===== config.mk =====
export PLATFORM = sky130hd
export DESIGN_NAME = irq_atomic_group
export DESIGN_NICKNAME = d
export VERILOG_FILES = /design/src/rtl/irqgrp_pkg.sv /design/src/rtl/irqgrp_decode.sv /design/src/rtl/irqgrp_pending.sv /design/src/rtl/irqgrp_merge.sv /design/src/rtl/irq_atomic_group.sv
export SDC_FILE = /design/constraint.sdc
export NUM_CORES = 1
export LEC_CHECK = 0
export BUFFER_PORTS_ARGS = -buffer_cell sky130_fd_sc_hd__buf_2
export CAP_MARGIN = 20
export CORE_UTILIZATION = 50
export DETAILED_ROUTE_END_ITERATION = 7
export PLACE_DENSITY = 0.91
export SETUP_SLACK_MARGIN = 0.3
export SYNTH_ARGS = -nofsm -noshare
export SYNTH_HDL_FRONTEND = slang
export SYNTH_HIERARCHICAL = 1
export SYNTH_SLANG_ARGS = --single-unit

===== constraint.sdc =====
create_clock -name clk -period 2.88 [get_ports clk]
set_input_delay 0.432 -clock clk [delete_from_list [all_inputs] [get_ports clk]]
set_output_delay 0.432 -clock clk [all_outputs]
set_load 0.05 [all_outputs]

===== src/rtl/irqgrp_pkg.sv =====
package irqgrp_pkg;

  // Word offsets of the registers relative to the base address
  localparam logic [4:0] OFS_PEND  = 5'h00;
  localparam logic [4:0] OFS_FORCE = 5'h04;
  localparam logic [4:0] OFS_MSET  = 5'h08;
  localparam logic [4:0] OFS_MCLR  = 5'h0C;
  localparam logic [4:0] OFS_STAT  = 5'h10;

  typedef enum logic [2:0] {
    SEL_NONE,
    SEL_PEND,
    SEL_FORCE,
    SEL_MSET,
    SEL_MCLR,
    SEL_STAT
  } reg_sel_e;

  function automatic reg_sel_e sel_of_offset(input logic [4:0] ofs);
    case (ofs)
      OFS_PEND:  return SEL_PEND;
      OFS_FORCE: return SEL_FORCE;
      OFS_MSET:  return SEL_MSET;
      OFS_MCLR:  return SEL_MCLR;
      OFS_STAT:  return SEL_STAT;
      default:   return SEL_NONE;
    endcase
  endfunction

endpackage


===== src/rtl/irqgrp_decode.sv =====
module irqgrp_decode
  import irqgrp_pkg::*;
#(
  parameter int unsigned          ADDR_W    = 32,
  parameter logic [ADDR_W-1:0]    BASE_ADDR = '0
) (
  input  logic              bus_sel,
  input  logic              bus_en,
  input  logic              bus_write,
  input  logic [ADDR_W-1:0] bus_addr,
  output reg_sel_e          rd_sel,
  output logic              we_pend,
  output logic              we_force,
  output logic              we_mset,
  output logic              we_mclr
);

  logic [ADDR_W-1:0] rel;
  logic              in_window;
  reg_sel_e          hit;
  logic              wr_access;

  assign rel       = bus_addr - BASE_ADDR;
  assign in_window = (rel[ADDR_W-1:5] == '0);
  assign hit       = in_window ? sel_of_offset(rel[4:0]) : SEL_NONE;
  assign wr_access = bus_sel & bus_en & bus_write;

  assign we_pend  = wr_access && (hit == SEL_PEND);
  assign we_force = wr_access && (hit == SEL_FORCE);
  assign we_mset  = wr_access && (hit == SEL_MSET);
  assign we_mclr  = wr_access && (hit == SEL_MCLR);
  assign rd_sel   = (bus_sel && !bus_write) ? hit : SEL_NONE;

  // at most one register may take a write in any access
  always_comb begin
    assert_one_strobe_R8: assert ($onehot0({we_pend, we_force, we_mset, we_mclr}));
  end

endmodule


===== src/rtl/irqgrp_pending.sv =====
module irqgrp_pending #(
  parameter int unsigned NUM_EVT = 16
) (
  input  logic               clk,
  input  logic               rst_n,
  input  logic [NUM_EVT-1:0] evt_i,
  input  logic [NUM_EVT-1:0] wbits_i,
  input  logic               we_pend,
  input  logic               we_force,
  input  logic               we_mset,
  input  logic               we_mclr,
  output logic [NUM_EVT-1:0] pend_o,
  output logic [NUM_EVT-1:0] mask_o,
  output logic [NUM_EVT-1:0] status_o,
  output logic [NUM_EVT-1:0] status_next_o
);

  typedef logic [NUM_EVT-1:0] vec_t;

  // Pending update: clear first, then any event or force sets the bit again
  function automatic vec_t pend_update(input vec_t cur, input vec_t evt,
                                       input vec_t frc, input vec_t clr);
    return (cur & ~clr) | evt | frc;
  endfunction

  // Mask update: only bits written as 1 move
  function automatic vec_t mask_update(input vec_t cur, input vec_t setb,
                                       input vec_t clrb);
    return (cur | setb) & ~clrb;
  endfunction

  vec_t pend_q, mask_q, pend_d, mask_d;

  assign pend_d = pend_update(pend_q, evt_i,
                              we_force ? wbits_i : '0,
                              we_pend  ? wbits_i : '0);
  assign mask_d = mask_update(mask_q,
                              we_mset ? wbits_i : '0,
                              we_mclr ? wbits_i : '0);

  always_ff @(posedge clk or negedge rst_n) begin
    if (!rst_n) begin
      pend_q <= '0;
      mask_q <= '1;
    end else begin
      pend_q <= pend_d;
      mask_q <= mask_d;
    end
  end

  assign pend_o        = pend_q;
  assign mask_o        = mask_q;
  assign status_o      = pend_q & ~mask_q;
  assign status_next_o = pend_d & ~mask_d;

  assert_evt_sets_R2: assert property (@(posedge clk) disable iff (!rst_n)
    (evt_i != '0) |=> ((pend_q & $past(evt_i)) == $past(evt_i)));

  assert_clear_R3: assert property (@(posedge clk) disable iff (!rst_n)
    we_pend |=> ((pend_q & $past(wbits_i & ~evt_i)) == '0));

  assert_force_R4: assert property (@(posedge clk) disable iff (!rst_n)
    we_force |=> ((pend_q & $past(wbits_i)) == $past(wbits_i)));

  assert_mask_set_R5: assert property (@(posedge clk) disable iff (!rst_n)
    we_mset |=> (((mask_q & $past(wbits_i)) == $past(wbits_i)) &&
                 ((mask_q & ~$past(wbits_i)) == ($past(mask_q) & ~$past(wbits_i)))));

  assert_mask_clr_R5: assert property (@(posedge clk) disable iff (!rst_n)
    we_mclr |=> (((mask_q & $past(wbits_i)) == '0) &&
                 ((mask_q & ~$past(wbits_i)) == ($past(mask_q) & ~$past(wbits_i)))));

  assert_mask_hold_R5: assert property (@(posedge clk) disable iff (!rst_n)
    !(we_mset || we_mclr) |=> $stable(mask_q));

  assert_pend_hold_R6: assert property (@(posedge clk) disable iff (!rst_n)
    ((evt_i == '0) && !we_pend && !we_force) |=> $stable(pend_q));

endmodule


===== src/rtl/irqgrp_merge.sv =====
module irqgrp_merge #(
  parameter int unsigned NUM_EVT = 16
) (
  input  logic               clk,
  input  logic               rst_n,
  input  logic [NUM_EVT-1:0] status_next_i,
  input  logic [NUM_EVT-1:0] status_i,
  output logic               irq_o
);

  logic irq_q;

  always_ff @(posedge clk or negedge rst_n) begin
    if (!rst_n) irq_q <= 1'b0;
    else        irq_q <= |status_next_i;
  end

  assign irq_o = irq_q;

  // the registered request always agrees with the live status view
  assert_irq_tracks_R7: assert property (@(posedge clk) disable iff (!rst_n)
    irq_o == (|status_i));

endmodule


===== src/rtl/irq_atomic_group.sv =====
module irq_atomic_group
  import irqgrp_pkg::*;
#(
  parameter int unsigned       DATA_W    = 32,
  parameter int unsigned       NUM_EVT   = 16,
  parameter int unsigned       ADDR_W    = 32,
  parameter logic [ADDR_W-1:0] BASE_ADDR = '0
) (
  input  logic               clk,
  input  logic               rst_n,
  input  logic [NUM_EVT-1:0] evt_i,
  input  logic               bus_sel,
  input  logic               bus_en,
  input  logic               bus_write,
  input  logic [ADDR_W-1:0]  bus_addr,
  input  logic [DATA_W-1:0]  bus_wdata,
  output logic [DATA_W-1:0]  bus_rdata,
  output logic               bus_ready,
  output logic               irq_o
);

  if ((NUM_EVT < 1) || (NUM_EVT > DATA_W)) begin : g_bad_cfg
    $error("irq_atomic_group: NUM_EVT must lie between 1 and DATA_W");
  end

  if (NUM_EVT < DATA_W) begin : g_hi_bits
    logic unused_hi;
    assign unused_hi = |bus_wdata[DATA_W-1:NUM_EVT];
  end

  reg_sel_e           rd_sel;
  logic               we_pend, we_force, we_mset, we_mclr;
  logic [NUM_EVT-1:0] wbits, pend, mask, status, status_next;

  assign wbits = bus_wdata[NUM_EVT-1:0];

  irqgrp_decode #(
    .ADDR_W    (ADDR_W),
    .BASE_ADDR (BASE_ADDR)
  ) u_decode (
    .bus_sel   (bus_sel),
    .bus_en    (bus_en),
    .bus_write (bus_write),
    .bus_addr  (bus_addr),
    .rd_sel    (rd_sel),
    .we_pend   (we_pend),
    .we_force  (we_force),
    .we_mset   (we_mset),
    .we_mclr   (we_mclr)
  );

  irqgrp_pending #(
    .NUM_EVT (NUM_EVT)
  ) u_pending (
    .clk           (clk),
    .rst_n         (rst_n),
    .evt_i         (evt_i),
    .wbits_i       (wbits),
    .we_pend       (we_pend),
    .we_force      (we_force),
    .we_mset       (we_mset),
    .we_mclr       (we_mclr),
    .pend_o        (pend),
    .mask_o        (mask),
    .status_o      (status),
    .status_next_o (status_next)
  );

  irqgrp_merge #(
    .NUM_EVT (NUM_EVT)
  ) u_merge (
    .clk           (clk),
    .rst_n         (rst_n),
    .status_next_i (status_next),
    .status_i      (status),
    .irq_o         (irq_o)
  );

  always_comb begin
    case (rd_sel)
      SEL_PEND:          bus_rdata = DATA_W'(pend);
      SEL_MSET, SEL_MCLR: bus_rdata = DATA_W'(mask);
      SEL_STAT:          bus_rdata = DATA_W'(status);
      default:           bus_rdata = '0;
    endcase
  end

  assign bus_ready = 1'b1;

  // the force register never returns data
  always_comb begin
    if (rd_sel == SEL_FORCE) begin
      assert_force_reads_zero_R4: assert (bus_rdata == '0);
    end
  end

endmodule


==> impl_metrics.ini <==
[setup_path]
crit_end = bus_rdata[7]
critPathKind = input pin to primary output
start_kind = input pin
r2r_setup_slack_ns = 1.30
rr_startpoint = u_pending/mask_o[6]
end_kind = primary output
cp-startpoint = bus_addr[11]
arrival_ns = 2.48
rr_endpoint = u_merge/irq_o
path_max_fanout = 6
cp.required_ns = 2.45
reg2reg_depth = 5

[clocking]
clock_sinks = 33
cts_buffers = 5
cts-root-buf = clkbuf_8
clk_latency_ns = 0.29
cts_htree_levels = 2
cts_tree = built
cts_buffer_depth = 2
clkTransAtPathRegs_ns = 0.07

[synth]
synth_cell_types = 33
synth_area_um2 = 2980
avgSynthCellArea_um2 = 10.1
ys_ff_latch = 33
ys_warn_count = 6
syn-instance-count = 296
ys_seq_area_share_pct = 28.3

[die]
die_w_um = 79.3
io_pins = 119
initial_core_util_pct = 52.9
die_area_um2 = 6280
fp.dieH_um = 79.3
core_area_um2 = 5640
std_cell_rows = 27

[timing]
max_clock_freq_mhz = 343
worst_pin_slew_ns = 0.756
rsz0062_at_grt = yes
max_slew_margin_pct = 49.6
finalClockSkew_ns = 0.00836
hold_viol_final = 0
final_max_slew_viol_count = 0
period_needed_ns = 2.91
finalSetupViolCount = 1
setup_ws_ns = -0.0337
fin_crit_sh_pct = 101

[placement]
gp_congestion = 0.757
dp_hpwl_um = 5510
dp_cells = 447
place_area_um2 = 3610
portBuffers = 85
pre_cts_ws_ns = -0.0346

[run_status]
violations = setup timing
status = finished with violations

[power_and_ir_drop]
p_leak_nw = 1.53
power_density_nw_per_um2 = 232
finalPower_uw = 996
peakVddDrop_mv = 0.202

[final_layout]
multi_input_area_um2 = 2350
num_antenna_cells = 0
n_fill_cell = 316
fin_util_pct = 76.2
regArea_um2 = 846
drive_above_1_share_pct = 56.2
area_delta_synth_final_pct = 44.0
fin_nets = 481
fin_cells = 469
fin_area_um2 = 4300

[detailed_routing]
post_drt_via_cell_ratio = 6.50
route.detailed.drc = 0
vias = 3050
drt.antenna.violating_nets = 0
wl_per_cell_um = 21.8
wl_um = 10200
dr.pass1.iters = 5
drtIter0Drc = 261

[grt]
grt_pass1_vias = 2984
antenna_found_initial = 0
grt_overflow_total = 0
track_usage_pct = 30.8
grt_max_degree = 34
grt_pass1_wl_um = 14500

[hold_path]
hold_path.class = input pin to async pin

[job]
drv_cap = 0
## cells in the final DEF, fill, tap and decap left out, types with 8 or more instances in the layout
master	n
nor2_1	17
mux2i_4	8
dfstp_2	16
nor2b_1	16
a21oi_1	22
a21bo_2	16
nand2_1	18
buf_2	64
a2bb2oi_2	10
and2_1	16
o211ai_4	13
buf_6	21
dfrtp_1	17
a21oi_2	11
conb_1	17
nand4bb_1	10
nand4b_1	16
buf_4	21
## critical path: stages
cell	delay, ns
buf_6	0.10
nor4_4	0.33
nand4_4	0.18
a2111oi_4	0.42
buf_4	0.21
clkbuf_16	0.15
mux2i_1	0.27
o211ai_1	0.16
buf_4	0.22
## worst min path at each step
stage,startpoint,to,slack (ns),depth (start not counted)
2_1_floorplan,rst_n,u_merge/irq_o,0.14,0
3_3_place_gp,rst_n,u_merge/irq_o,0.52,1
3_5_place_dp,rst_n,u_merge/irq_o,0.53,1
4_1_cts,rst_n,u_pending/pend_o[15],0.23,1
5_1_grt,rst_n,u_pending/pend_o[15],0.25,1
6_report,rst_n,u_pending/pend_o[15],0.20,1
## registers in the layout, summed over array words and instances (netlist names)
name and count:
u_pending/pend_o 16, u_merge/irq_o 1, u_pending/mask_o 16
## kinds of logic (layout without fill, tap and decap cells)
family	Yosys count	count (layout)	share of synthesized area, %
AOI/OAI and AO/OA	83	83	26.3
other	2	17	0.252
muxes	16	16	5.37
and+or+nand+nor	125	125	29.8
buffers and inverters	37	123	9.94
DFF	33	33	28.3
## cells in the mapped netlist
library cell	number	area share, %
nand4_2	2	0.84
buf_4	18	4.5
mux2i_1	16	5.4
nor4_2	5	2.1
buf_12	1	0.67
and2_1	16	3.4
clkbuf_1	2	0.25
o211ai_2	13	5.5
a21oi_1	22	3.7
a21bo_2	16	5.4
and3b_1	1	0.29
nor2_1	17	2.1
nor2b_1	16	3.4
nor3_1	3	0.50
conb_1	2	0.25
dfrtp_1	17	14
nand2b_1	3	0.63
nand4b_1	16	4.7
nor4_1	7	1.5
nand4bb_1	16	6.0
a21oi_2	11	3.2
a2bb2oi_1	6	1.8
nor4b_2	2	1.0
buf_8	1	0.50
buf_2	8	1.3
buf_6	7	2.6
o211ai_1	3	0.75
nand4_1	2	0.42
nor4_4	1	0.71
a2111oi_2	2	1.0
nand2_1	18	2.3
a2bb2oi_2	10	5.0
dfstp_2	16	14
## layer usage
layer  vias to the layer above  GRT usage [%]  part of all wire [%]
met1                      1473           33.7                    36
met3                        66           7.47                   8.5
met4                         0           18.7                   5.6
met2                       212           53.6                    50
li1                       1299              -                     -
met5                         -              0                     0
## final cells by class
| cell class | instances | area share [%] |
|---|---|---|
| Clock buffer | 8 | 2.10 |
| Sequential cell | 33 | 19.7 |
| Multi-Input combinational cell | 241 | 54.7 |
| Tap cell | 72 | 2.10 |
| Timing Repair Buffer | 115 | 21.5 |
## what timing repair did
action | CTS | global route
buffers inserted | 6 | 1
pin swaps | 7 | 3
gates cloned | 5 | 2
resized for setup | 59 | 13
hold buffers | 0 | 0
endpoints found under the setup margin | 17 | 17
## report_power, final
group	total (mW)	switching [mW]	internal (mW)
Combinational	0.163	0.114	0.0492
Sequential	0.465	0.000000000853	0.465
Clock	0.368	0.173	0.195
Total	0.996	0.287	0.709
## metrics by stage
step	hold slack [ns]	setup TNS, ns
after floorplan	0.136	-0.116
after global placement	0.524	0
after detailed placement	0.534	-0.0355
after CTS	0.228	0
after global routing	0.252	-0.328
final	0.203	-0.0337
Note: power is estimated with default switching activity, not from simulation.
